`config.mk`:
```
export PLATFORM = sky130hd
export DESIGN_NAME = cmd_axil_bridge
export DESIGN_NICKNAME = d
export VERILOG_FILES = /design/src/rtl/cab_pkg.sv /design/src/rtl/cab_cmd_collector.sv /design/src/rtl/cab_axil_engine.sv /design/src/rtl/cab_rsp_serializer.sv /design/src/rtl/cmd_axil_bridge.sv
export SDC_FILE = /design/constraint.sdc
export NUM_CORES = 1
export LEC_CHECK = 0
export ABC_AREA = 1
export BUFFER_PORTS_ARGS = -buffer_cell sky130_fd_sc_hd__buf_2
export CORE_MARGIN = 1
export CORE_UTILIZATION = 45
export CTS_CLUSTER_SIZE = 16
export DETAILED_ROUTE_END_ITERATION = 10
export PLACE_DENSITY = 0.68
export REMOVE_ABC_BUFFERS = 1
export SYNTH_ARGS = -nofsm -noshare
export SYNTH_HDL_FRONTEND = slang
export SYNTH_SLANG_ARGS = --single-unit
```
`constraint.sdc`:
```
create_clock -name clk -period 1.7 [get_ports clk]
set_input_delay 0.085 -clock clk [delete_from_list [all_inputs] [get_ports clk]]
set_output_delay 0.085 -clock clk [all_outputs]
set_load 0.1 [all_outputs]
```
`src/rtl/cab_pkg.sv`:
```
package cab_pkg;
  localparam logic [7:0] OPC_READ  = 8'h72;
  localparam logic [7:0] OPC_WRITE = 8'h77;

  typedef enum logic [1:0] {
    ENG_IDLE,
    ENG_WRITE,
    ENG_RADDR,
    ENG_RDATA
  } eng_state_e;
endpackage

```
`src/rtl/cab_cmd_collector.sv`:
```
module cab_cmd_collector #(
  parameter int CMD_ADDR_W = 16,
  parameter int DATA_W     = 32
) (
  input  logic                  clk,
  input  logic                  rst,
  input  logic [7:0]            rx_data,
  input  logic                  rx_valid,
  output logic                  rx_ready,
  input  logic                  release_cmd,
  output logic                  cmd_valid,
  output logic                  cmd_write,
  output logic [CMD_ADDR_W-1:0] cmd_addr,
  output logic [DATA_W-1:0]     cmd_data
);
  import cab_pkg::*;

  localparam int ADDR_BYTES = CMD_ADDR_W / 8;
  localparam int DATA_BYTES = DATA_W / 8;
  localparam int CMD_BYTES  = 1 + ADDR_BYTES + DATA_BYTES;
  localparam int CNT_W      = $clog2(CMD_BYTES);
  localparam int PAY_W      = CMD_ADDR_W + DATA_W;

  logic             busy;
  logic [CNT_W-1:0] cnt;
  logic [PAY_W-1:0] payload;
  logic             take;

  assign rx_ready = !busy;
  assign take     = rx_valid && !busy;
  assign cmd_addr = payload[PAY_W-1 -: CMD_ADDR_W];
  assign cmd_data = payload[DATA_W-1:0];

  always_ff @(posedge clk) begin
    if (rst) begin
      busy      <= 1'b0;
      cnt       <= '0;
      payload   <= '0;
      cmd_valid <= 1'b0;
      cmd_write <= 1'b0;
    end else begin
      cmd_valid <= 1'b0;
      if (take) begin
        if (cnt == '0) begin
          // opcode slot: unknown bytes leave the counter at zero
          if (rx_data == OPC_WRITE || rx_data == OPC_READ) begin
            cmd_write <= (rx_data == OPC_WRITE);
            cnt       <= CNT_W'(1);
          end
        end else begin
          payload <= {payload[PAY_W-9:0], rx_data};
          if (cnt == CNT_W'(CMD_BYTES - 1)) begin
            cnt       <= '0;
            busy      <= 1'b1;
            cmd_valid <= 1'b1;
          end else begin
            cnt <= cnt + CNT_W'(1);
          end
        end
      end
      if (release_cmd) busy <= 1'b0;
    end
  end
endmodule

```
`src/rtl/cab_axil_engine.sv`:
```
module cab_axil_engine #(
  parameter int AXI_ADDR_W = 32,
  parameter int CMD_ADDR_W = 16,
  parameter int DATA_W     = 32
) (
  input  logic                  clk,
  input  logic                  rst,
  input  logic                  cmd_valid,
  input  logic                  cmd_write,
  input  logic [CMD_ADDR_W-1:0] cmd_addr,
  input  logic [DATA_W-1:0]     cmd_data,
  output logic [AXI_ADDR_W-1:0] m_awaddr,
  output logic                  m_awvalid,
  input  logic                  m_awready,
  output logic [DATA_W-1:0]     m_wdata,
  output logic                  m_wvalid,
  input  logic                  m_wready,
  input  logic [1:0]            m_bresp,
  input  logic                  m_bvalid,
  output logic                  m_bready,
  output logic [AXI_ADDR_W-1:0] m_araddr,
  output logic                  m_arvalid,
  input  logic                  m_arready,
  input  logic [DATA_W-1:0]     m_rdata,
  input  logic [1:0]            m_rresp,
  input  logic                  m_rvalid,
  output logic                  m_rready,
  output logic                  rsp_valid,
  output logic                  rsp_write,
  output logic [DATA_W-1:0]     rsp_data,
  output logic [7:0]            rsp_status
);
  import cab_pkg::*;

  eng_state_e state;

  always_ff @(posedge clk) begin
    if (rst) begin
      state      <= ENG_IDLE;
      m_awaddr   <= '0;
      m_awvalid  <= 1'b0;
      m_wdata    <= '0;
      m_wvalid   <= 1'b0;
      m_bready   <= 1'b0;
      m_araddr   <= '0;
      m_arvalid  <= 1'b0;
      m_rready   <= 1'b0;
      rsp_valid  <= 1'b0;
      rsp_write  <= 1'b0;
      rsp_data   <= '0;
      rsp_status <= '0;
    end else begin
      rsp_valid <= 1'b0;
      case (state)
        ENG_IDLE: begin
          if (cmd_valid) begin
            if (cmd_write) begin
              m_awaddr  <= AXI_ADDR_W'(cmd_addr);
              m_wdata   <= cmd_data;
              m_awvalid <= 1'b1;
              m_wvalid  <= 1'b1;
              m_bready  <= 1'b1;
              state     <= ENG_WRITE;
            end else begin
              m_araddr  <= AXI_ADDR_W'(cmd_addr);
              m_arvalid <= 1'b1;
              state     <= ENG_RADDR;
            end
          end
        end
        ENG_WRITE: begin
          if (m_awvalid && m_awready) m_awvalid <= 1'b0;
          if (m_wvalid && m_wready)   m_wvalid  <= 1'b0;
          if (m_bvalid && m_bready) begin
            m_bready   <= 1'b0;
            rsp_valid  <= 1'b1;
            rsp_write  <= 1'b1;
            rsp_data   <= '0;
            rsp_status <= {6'b0, m_bresp};
            state      <= ENG_IDLE;
          end
        end
        ENG_RADDR: begin
          if (m_arready) begin
            m_arvalid <= 1'b0;
            m_rready  <= 1'b1;
            state     <= ENG_RDATA;
          end
        end
        ENG_RDATA: begin
          if (m_rvalid) begin
            m_rready   <= 1'b0;
            rsp_valid  <= 1'b1;
            rsp_write  <= 1'b0;
            rsp_data   <= m_rdata;
            rsp_status <= {6'b0, m_rresp};
            state      <= ENG_IDLE;
          end
        end
        default: state <= ENG_IDLE;
      endcase
    end
  end
endmodule

```
`src/rtl/cab_rsp_serializer.sv`:
```
module cab_rsp_serializer #(
  parameter int DATA_W = 32
) (
  input  logic              clk,
  input  logic              rst,
  input  logic              rsp_valid,
  input  logic              rsp_write,
  input  logic [DATA_W-1:0] rsp_data,
  input  logic [7:0]        rsp_status,
  output logic [7:0]        tx_data,
  output logic              tx_valid,
  input  logic              tx_ready,
  output logic              last_sent
);
  localparam int DATA_BYTES = DATA_W / 8;
  localparam int SH_W       = DATA_W + 8;
  localparam int LEFT_W     = $clog2(DATA_BYTES + 2);

  logic [SH_W-1:0]   shreg;
  logic [LEFT_W-1:0] left;

  assign tx_data   = shreg[SH_W-1 -: 8];
  assign last_sent = tx_valid && tx_ready && (left == LEFT_W'(1));

  always_ff @(posedge clk) begin
    if (rst) begin
      shreg    <= '0;
      left     <= '0;
      tx_valid <= 1'b0;
    end else if (rsp_valid) begin
      tx_valid <= 1'b1;
      if (rsp_write) begin
        shreg <= {rsp_status, {DATA_W{1'b0}}};
        left  <= LEFT_W'(1);
      end else begin
        shreg <= {rsp_data, rsp_status};
        left  <= LEFT_W'(DATA_BYTES + 1);
      end
    end else if (tx_valid && tx_ready) begin
      shreg <= {shreg[SH_W-9:0], 8'h00};
      left  <= left - LEFT_W'(1);
      if (left == LEFT_W'(1)) tx_valid <= 1'b0;
    end
  end
endmodule

```
`src/rtl/cmd_axil_bridge.sv`:
```
module cmd_axil_bridge #(
  parameter int AXI_ADDR_W = 32,
  parameter int CMD_ADDR_W = 16,
  parameter int DATA_W     = 32
) (
  input  logic                  clk,
  input  logic                  rst,
  input  logic [7:0]            rx_data,
  input  logic                  rx_valid,
  output logic                  rx_ready,
  output logic [7:0]            tx_data,
  output logic                  tx_valid,
  input  logic                  tx_ready,
  output logic [AXI_ADDR_W-1:0] m_awaddr,
  output logic [2:0]            m_awprot,
  output logic                  m_awvalid,
  input  logic                  m_awready,
  output logic [DATA_W-1:0]     m_wdata,
  output logic [DATA_W/8-1:0]   m_wstrb,
  output logic                  m_wvalid,
  input  logic                  m_wready,
  input  logic [1:0]            m_bresp,
  input  logic                  m_bvalid,
  output logic                  m_bready,
  output logic [AXI_ADDR_W-1:0] m_araddr,
  output logic [2:0]            m_arprot,
  output logic                  m_arvalid,
  input  logic                  m_arready,
  input  logic [DATA_W-1:0]     m_rdata,
  input  logic [1:0]            m_rresp,
  input  logic                  m_rvalid,
  output logic                  m_rready
);
  logic                  cmd_valid;
  logic                  cmd_write;
  logic [CMD_ADDR_W-1:0] cmd_addr;
  logic [DATA_W-1:0]     cmd_data;
  logic                  rsp_valid;
  logic                  rsp_write;
  logic [DATA_W-1:0]     rsp_data;
  logic [7:0]            rsp_status;
  logic                  last_sent;

  assign m_awprot = 3'b000;
  assign m_arprot = 3'b000;
  assign m_wstrb  = '1;

  cab_cmd_collector #(.CMD_ADDR_W(CMD_ADDR_W), .DATA_W(DATA_W)) u_collect (
    .clk(clk), .rst(rst),
    .rx_data(rx_data), .rx_valid(rx_valid), .rx_ready(rx_ready),
    .release_cmd(last_sent),
    .cmd_valid(cmd_valid), .cmd_write(cmd_write),
    .cmd_addr(cmd_addr), .cmd_data(cmd_data)
  );

  cab_axil_engine #(.AXI_ADDR_W(AXI_ADDR_W), .CMD_ADDR_W(CMD_ADDR_W), .DATA_W(DATA_W)) u_engine (
    .clk(clk), .rst(rst),
    .cmd_valid(cmd_valid), .cmd_write(cmd_write),
    .cmd_addr(cmd_addr), .cmd_data(cmd_data),
    .m_awaddr(m_awaddr), .m_awvalid(m_awvalid), .m_awready(m_awready),
    .m_wdata(m_wdata), .m_wvalid(m_wvalid), .m_wready(m_wready),
    .m_bresp(m_bresp), .m_bvalid(m_bvalid), .m_bready(m_bready),
    .m_araddr(m_araddr), .m_arvalid(m_arvalid), .m_arready(m_arready),
    .m_rdata(m_rdata), .m_rresp(m_rresp), .m_rvalid(m_rvalid), .m_rready(m_rready),
    .rsp_valid(rsp_valid), .rsp_write(rsp_write),
    .rsp_data(rsp_data), .rsp_status(rsp_status)
  );

  cab_rsp_serializer #(.DATA_W(DATA_W)) u_serial (
    .clk(clk), .rst(rst),
    .rsp_valid(rsp_valid), .rsp_write(rsp_write),
    .rsp_data(rsp_data), .rsp_status(rsp_status),
    .tx_data(tx_data), .tx_valid(tx_valid), .tx_ready(tx_ready),
    .last_sent(last_sent)
  );
endmodule

```
======== Word level (Yosys, flattened, before mapping) ========
Index checks and enable logic that the tools add are counted.
cells by class
  multiplexer cells ....................... 45
  equality and inequality tests ........... 16
  bitwise gates (word level) .............. 3
  $add $sub $neg .......................... 2
  reductions and logical operators ........ 32
operator list
  cell                   number
  $mux W40               3
  $mux W32               2
  $pmux W32 S2           1
  $reduce_and A4 Y1      5
  $mux W3                6
  $reduce_and A3 Y1      6
  $mux W1                17
  $eq A8 B7 Y1 const B   2
  $mux W8                2
  $pmux W8 S2            1
  $pmux W1 S2            7
  $ne A2 B2 Y1 const B   6
  $reduce_bool A2 Y1     6
  $mux W2                5
  $pmux W2 S4            1
  $logic_and A1 B1 Y1    6
  $ne A2 B1 Y1 const B   3
  $reduce_and A2 Y1      3
  $eq A2 B2 Y1 const B   2
  $add A3 B1 Y3 const B  1
  $eq A3 B1 Y1 const B   1
  $eq A3 B3 Y1 const B   1
  $logic_not A3 Y1       1
  $not A1 Y1             3
  other kinds (7)        7
storage, ports and cells
  output and inout port bits .............. 121
  input bits .............................. 53
  word-level logic and storage cells ...... 119
  register bits after elaboration ......... 211

======== Logic depth before layout (Yosys ltp) ========
  word-level depth ........................ 4
  gate-level depth with buffers ........... 8
  depth with buffers taken out ............ 8

======== By module ========
Synthesis repeated with hierarchy kept, for this count alone.
unflattened totals
  cell total of the unflattened synthesis .. 1,130
  area total of the unflattened synthesis .. 8,505.7 µm²
modules (own cells, without submodules)
  module              instances  seq. area each (µm²)  cells each  area an instance (µm²)
  cab_axil_engine     1          2,142.1               539         4,251.6
  cab_rsp_serializer  1          880.8                 313         2,115.8
  cab_cmd_collector   1          1,081.0               266         2,055.7
  cmd_axil_bridge     1          0.0                   12          82.6

======== Worst setup path before layout ========
OpenSTA, ideal clock, no wires.
  kind .................................... flip-flop to flip-flop
  from .................................... register u_serial.tx_valid
  to ...................................... register u_serial.shreg[21]
  stages on the path, launching flop included .. 6
  path slack .............................. -0.302 ns
  library setup time ...................... 0.074 ns
  data required time ...................... 1.626 ns
  path buffers ............................ 1
  clock period less this slack ............ 2.002 ns
  arrival ................................. 1.928 ns
  cell sequence ........................... dfxtp_1 nand2_1 nand2_1 clkbuf_1 o21ai_0 a31oi_1
between the ends
  word-level cells in the longest chain between the ends .. 2
ends and longest elaborated chain
  item                          line                      source
  start: declaration            cab_rsp_serializer.sv:11  output logic tx_valid,
  start signal: assignment      cab_rsp_serializer.sv:29  tx_valid <= 1'b0;
  start signal: assignment      cab_rsp_serializer.sv:31  tx_valid <= 1'b1;
  start signal: assignment      cab_rsp_serializer.sv:42  if (left == LEFT_W'(1)) tx_valid <= 1'b0;
  $logic_and A1 B1 Y1           cab_rsp_serializer.sv:39  end else if (tx_valid && tx_ready) begin
  $reduce_bool A2 Y1 (no line)  n/a
  end signal: assignment        cab_rsp_serializer.sv:33  shreg <= {rsp_status, {DATA_W{1'b0}}};
  end signal: assignment        cab_rsp_serializer.sv:36  shreg <= {rsp_data, rsp_status};
  end signal: assignment        cab_rsp_serializer.sv:40  shreg <= {shreg[SH_W-9:0], 8'h00};
  end: declaration              cab_rsp_serializer.sv:19  logic [SH_W-1:0] shreg;
Every way passes these cells.
A chain may end at the register's enable or synchronous reset.

======== Final worst setup path ========
  from .................................... register u_engine.state[0]
  to ...................................... register u_engine.rsp_data[1]
between the ends
  word-level cells in the longest chain between the ends .. 3
  elaborated cells between the ends (all ways) .. 7
  those cells by class .................... eq/ne (4); mux (1); reduce/logical (2)
ends and longest elaborated chain
  item                                                 line                   source
  start: declaration                                   cab_axil_engine.sv:35  eng_state_e state;
  start signal: assignment                             cab_axil_engine.sv:39  state <= ENG_IDLE;
  start signal: assignment                             cab_axil_engine.sv:63  state <= ENG_WRITE;
  start signal: assignment                             cab_axil_engine.sv:67  state <= ENG_RADDR;
  $eq A2 B1 Y1 / $eq A2 B2 Y1 (equally long branches)  cab_axil_engine.sv:54  case (state)
  $ne A2 B1 Y1 (no line) (tied with other cells)       n/a
  $reduce_and A3 Y1 (no line)                          n/a
  end signal: assignment                               cab_axil_engine.sv:95  rsp_data <= m_rdata;
  end: declaration                                     cab_axil_engine.sv:30  output logic [DATA_W-1:0] rsp_data,
Several ways; a longest one is shown, not always the timed one.

==> impl_metrics.py <==
metrics = {
    "power": {
        "p_comb_share_pct": 20.5,
        "clockPowerShare_pct": 31.6,
        "pwr-share-seq_pct": 47.9,
        "vdd_drop_max_mv": 0.7850,
        "power.switching_mw": 3.853,
        "finalPower_mw": 11.91,
        "switching_share_pct": 32.36,
        "p_leak_nw": 3.942,
        "internal_power_mw": 8.054,
        "pwr_density_cell_nw_per_um2": 1267,
    },
    "yosys": {
        "ys_top_cells_by_count": "nor2_1, dfxtp_1, o21ai_0",
        "yosysWarnings": 0,
        "ys_ff_latch": 199,
        "yosysSeqAreaShare_pct": 51.63,
        "yosysTopAreaCell": "dfxtp_1",
        "synth_most_common_cell": "nor2_1",
        "synth_area_um2": 7716,
        "yosysTopAreaCellShare_pct": 51.63,
        "synthFlopType": "dfxtp_1",
        "ys_types": 27,
        "syn_area_per_cell_um2": 7.625,
        "synth_edf_count": 0,
        "syn-instance-count": 1012,
        "async_flop_share_pct": 0,
        "synth_area_leaders": "dfxtp_1, nor2_1, o21ai_0",
    },
    "grt": {
        "grt_usage_pct": 20.45,
        "grt-ovfl-total": 0,
        "grt_pass1_vias": 5852,
        "grt_max_degree": 118,
        "grt_pass1_wl_um": 29090,
        "antenna_found_initial": 0,
    },
    "cts": {
        "clk_latency_ns": 0.43,
        "clkTransAtPathRegs_ns": 0.07,
        "postCtsSetupBuffers": 0,
        "cts_buffers": 17,
        "htreeDepth": 4,
        "clockBufferDepth": 2,
        "clock-root-buffer": "clkbuf_16",
        "cts_sinks": 199,
        "cts_tree": "yes",
    },
    "timing": {
        "setup_viol": 0,
        "drv_slew": 0,
        "period_needed_ns": 1.544,
        "rsz0062_at_grt": "no",
        "slew_headroom_pct": 60.28,
        "hold_violations": 0,
        "max_slew.worst_pin.slew_ns": 0.5951,
        "period_share_pct": 90.83,
        "timing.final.ws_setup_ns": 0.1559,
        "max_freq_ghz": 0.6476,
        "fin_skew_ns": 0.01156,
    },
    "placement": {
        "place_hpwl_um": 11170,
        "place_ws_ns": 0.1859,
        "placed_cells": 1314,
        "placed_cell_area_um2": 8348,
        "place_congestion": 0.7681,
        "port_buffers": 131,
    },
    "drt": {
        "wl_per_cell_um": 12.82,
        "drc_errors": 0,
        "dr_wl_met3_um": 779,
        "antenna_left": 0,
        "drt_wl_total_um": 17880,
        "via_per_inst": 4.826,
        "drtPass1Iterations": 5,
        "drt-initial-drc-count": 502,
        "vias": 6728,
        "drt-met1-wl_um": 8822,
        "routed.top_layer": "met4",
        "dr_wl_met2_um": 8047,
    },
    "floorplanning": {
        "die_w_um": 132.9,
        "core-area_um2": 16640,
        "die_area_um2": 17670,
        "placementRows": 47,
        "ios": 174,
        "die_h_um": 132.9,
        "initial_utilization_pct": 46.36,
    },
    "worst_setup_path": {
        "endpoint_kind": "register",
        "slowest_delay_ns": 0.41,
        "path_cells": "inv_1 > nor2_1 > nand3_1 > nand2_4 > nand2_2 > buf_4 > o21ai_0",
        "worstSetupPathType": "reg2reg",
        "crit_buf_inv": 2,
        "cp.arrival_ns": 1.90,
        "cp_max_fo": 33,
        "setup.worst_path.start_class": "register",
        "slowest_stage": "dfxtp_1",
        "critPathTopFamily": "simple AND/OR/NAND/NOR gates",
        "cp.required_ns": 2.05,
    },
    "final_layout": {
        "drive_gt1_share_pct": 16.35,
        "multi_input_area_um2": 3112,
        "fin_area_um2": 9397,
        "area_delta_synth_final_pct": 21.78,
        "instances_no_fill": 1394,
        "regArea_um2": 3984,
        "fin_nets": 1218,
        "n_antenna_cell": 0,
        "fillCellCount": 1619,
        "utilization_pct": 56.46,
    },
    "status": {
        "status": "finished clean",
    },
    "hold_path": {
        "hp-class": "in2reg",
    },
    "job": {
        "drv_cap": 0,
    },
}
## kinds of logic (layout without fill, tap and decap cells)
| logic type | after synthesis | count (layout) | synth area share, % |
|---|---|---|---|
| AND/OR/NAND/NOR | 411 | 411 | 20.97 |
| buffers and inverters | 143 | 265 | 10.05 |
| flip-flops | 199 | 199 | 51.63 |
| other | 2 | 42 | 0.09733 |
| adder cells (fa/ha/maj) | 2 | 2 | 0.3243 |
| AO/OA/AOI/OAI | 255 | 255 | 16.93 |
## repair_timing
action,CTS,global route
hold buffers,50,0
resized for setup,0,2
hold endpoints to repair,47,0
endpoints found under the setup margin,0,1
## power by group through the flow
stage                     sequential (mW)  clock [mW]  combinational (mW)
after detailed placement             5.81           0                2.34
after global routing                 5.80        4.03                2.75
after global placement               5.78           0                2.30
after CTS                            5.71        3.84                2.44
final                                5.71        3.77                2.44
after floorplan                      5.80           0                1.71
## cell type report
class                      instances  area share [%]
clock buffer                      19           4.714
clock inverter                    11           1.092
inverter                          33           1.372
multi-input combinational        710           33.12
sequential                       199           42.40
tap                              220           2.929
timing repair buffer             202           14.38
## worst reg2reg max path: cells and delay by family (launching register included)
family / cells / cell delay [ns]
buf+inv: 2 / 0.34
compound gates: 1 / 0.19
flops: 1 / 0.41
simple gates: 4 / 0.51
## final timing paths
| path | start | end | slack, ns | depth (start not counted) |
|---|---|---|---|---|
| worst min register to register | u_engine.rsp_data[23] | u_serial.shreg[31] | 0.46 | 2 |
| worst max-delay path | u_engine.state[0] | u_engine.rsp_data[1] | 0.16 | 7 |
| worst min-delay path | rst | u_engine.m_awvalid | 0.06 | 3 |
| worst max register to register | u_engine.state[0] | u_engine.rsp_data[1] | 0.16 | 7 |
## stage by stage
stage	setup TNS, ns	hold slack [ns]
5_1_grt	0	0.07636
2_1_floorplan	-208.57	0.1541
4_1_cts	0	0.04368
6_report	0	0.06022
3_5_place_dp	0	0.3379
3_3_place_gp	0	0.3350
## layout by cell type (no fill, tap or decap), drive strengths merged
cell type      n
nor2         239
dfxtp        199
o21ai        192
buf          152
nand2        131
dlygate4sd3   50
a21oi         42
conb          42
nand3         37
inv           33
clkbuf        19
o22ai         12
clkinv         7
a31oi          6
clkinvlp       3
o211ai         2
nand4          2
ha             2
or2            1
nand3b         1
a211oi         1
bufinv         1
## layer usage
layer | global-route usage, % | vias up
met4 | 6.769 | 0
met5 | 0 | -
met3 | 4.061 | 15
met2 | 31.18 | 184
met1 | 28.80 | 3020
li1 | - | 3509
## state kept, by name (all words and copies together), names as in the netlist, 3 cells and up
name / count
u_collect.payload: 48
u_serial.shreg: 34
u_engine.m_wdata: 32
u_engine.rsp_data: 32
u_engine.m_araddr: 16
u_engine.m_awaddr: 16
u_collect.cnt: 3
u_serial.left: 3
No activity file was read; power rests on OpenSTA's default activity.
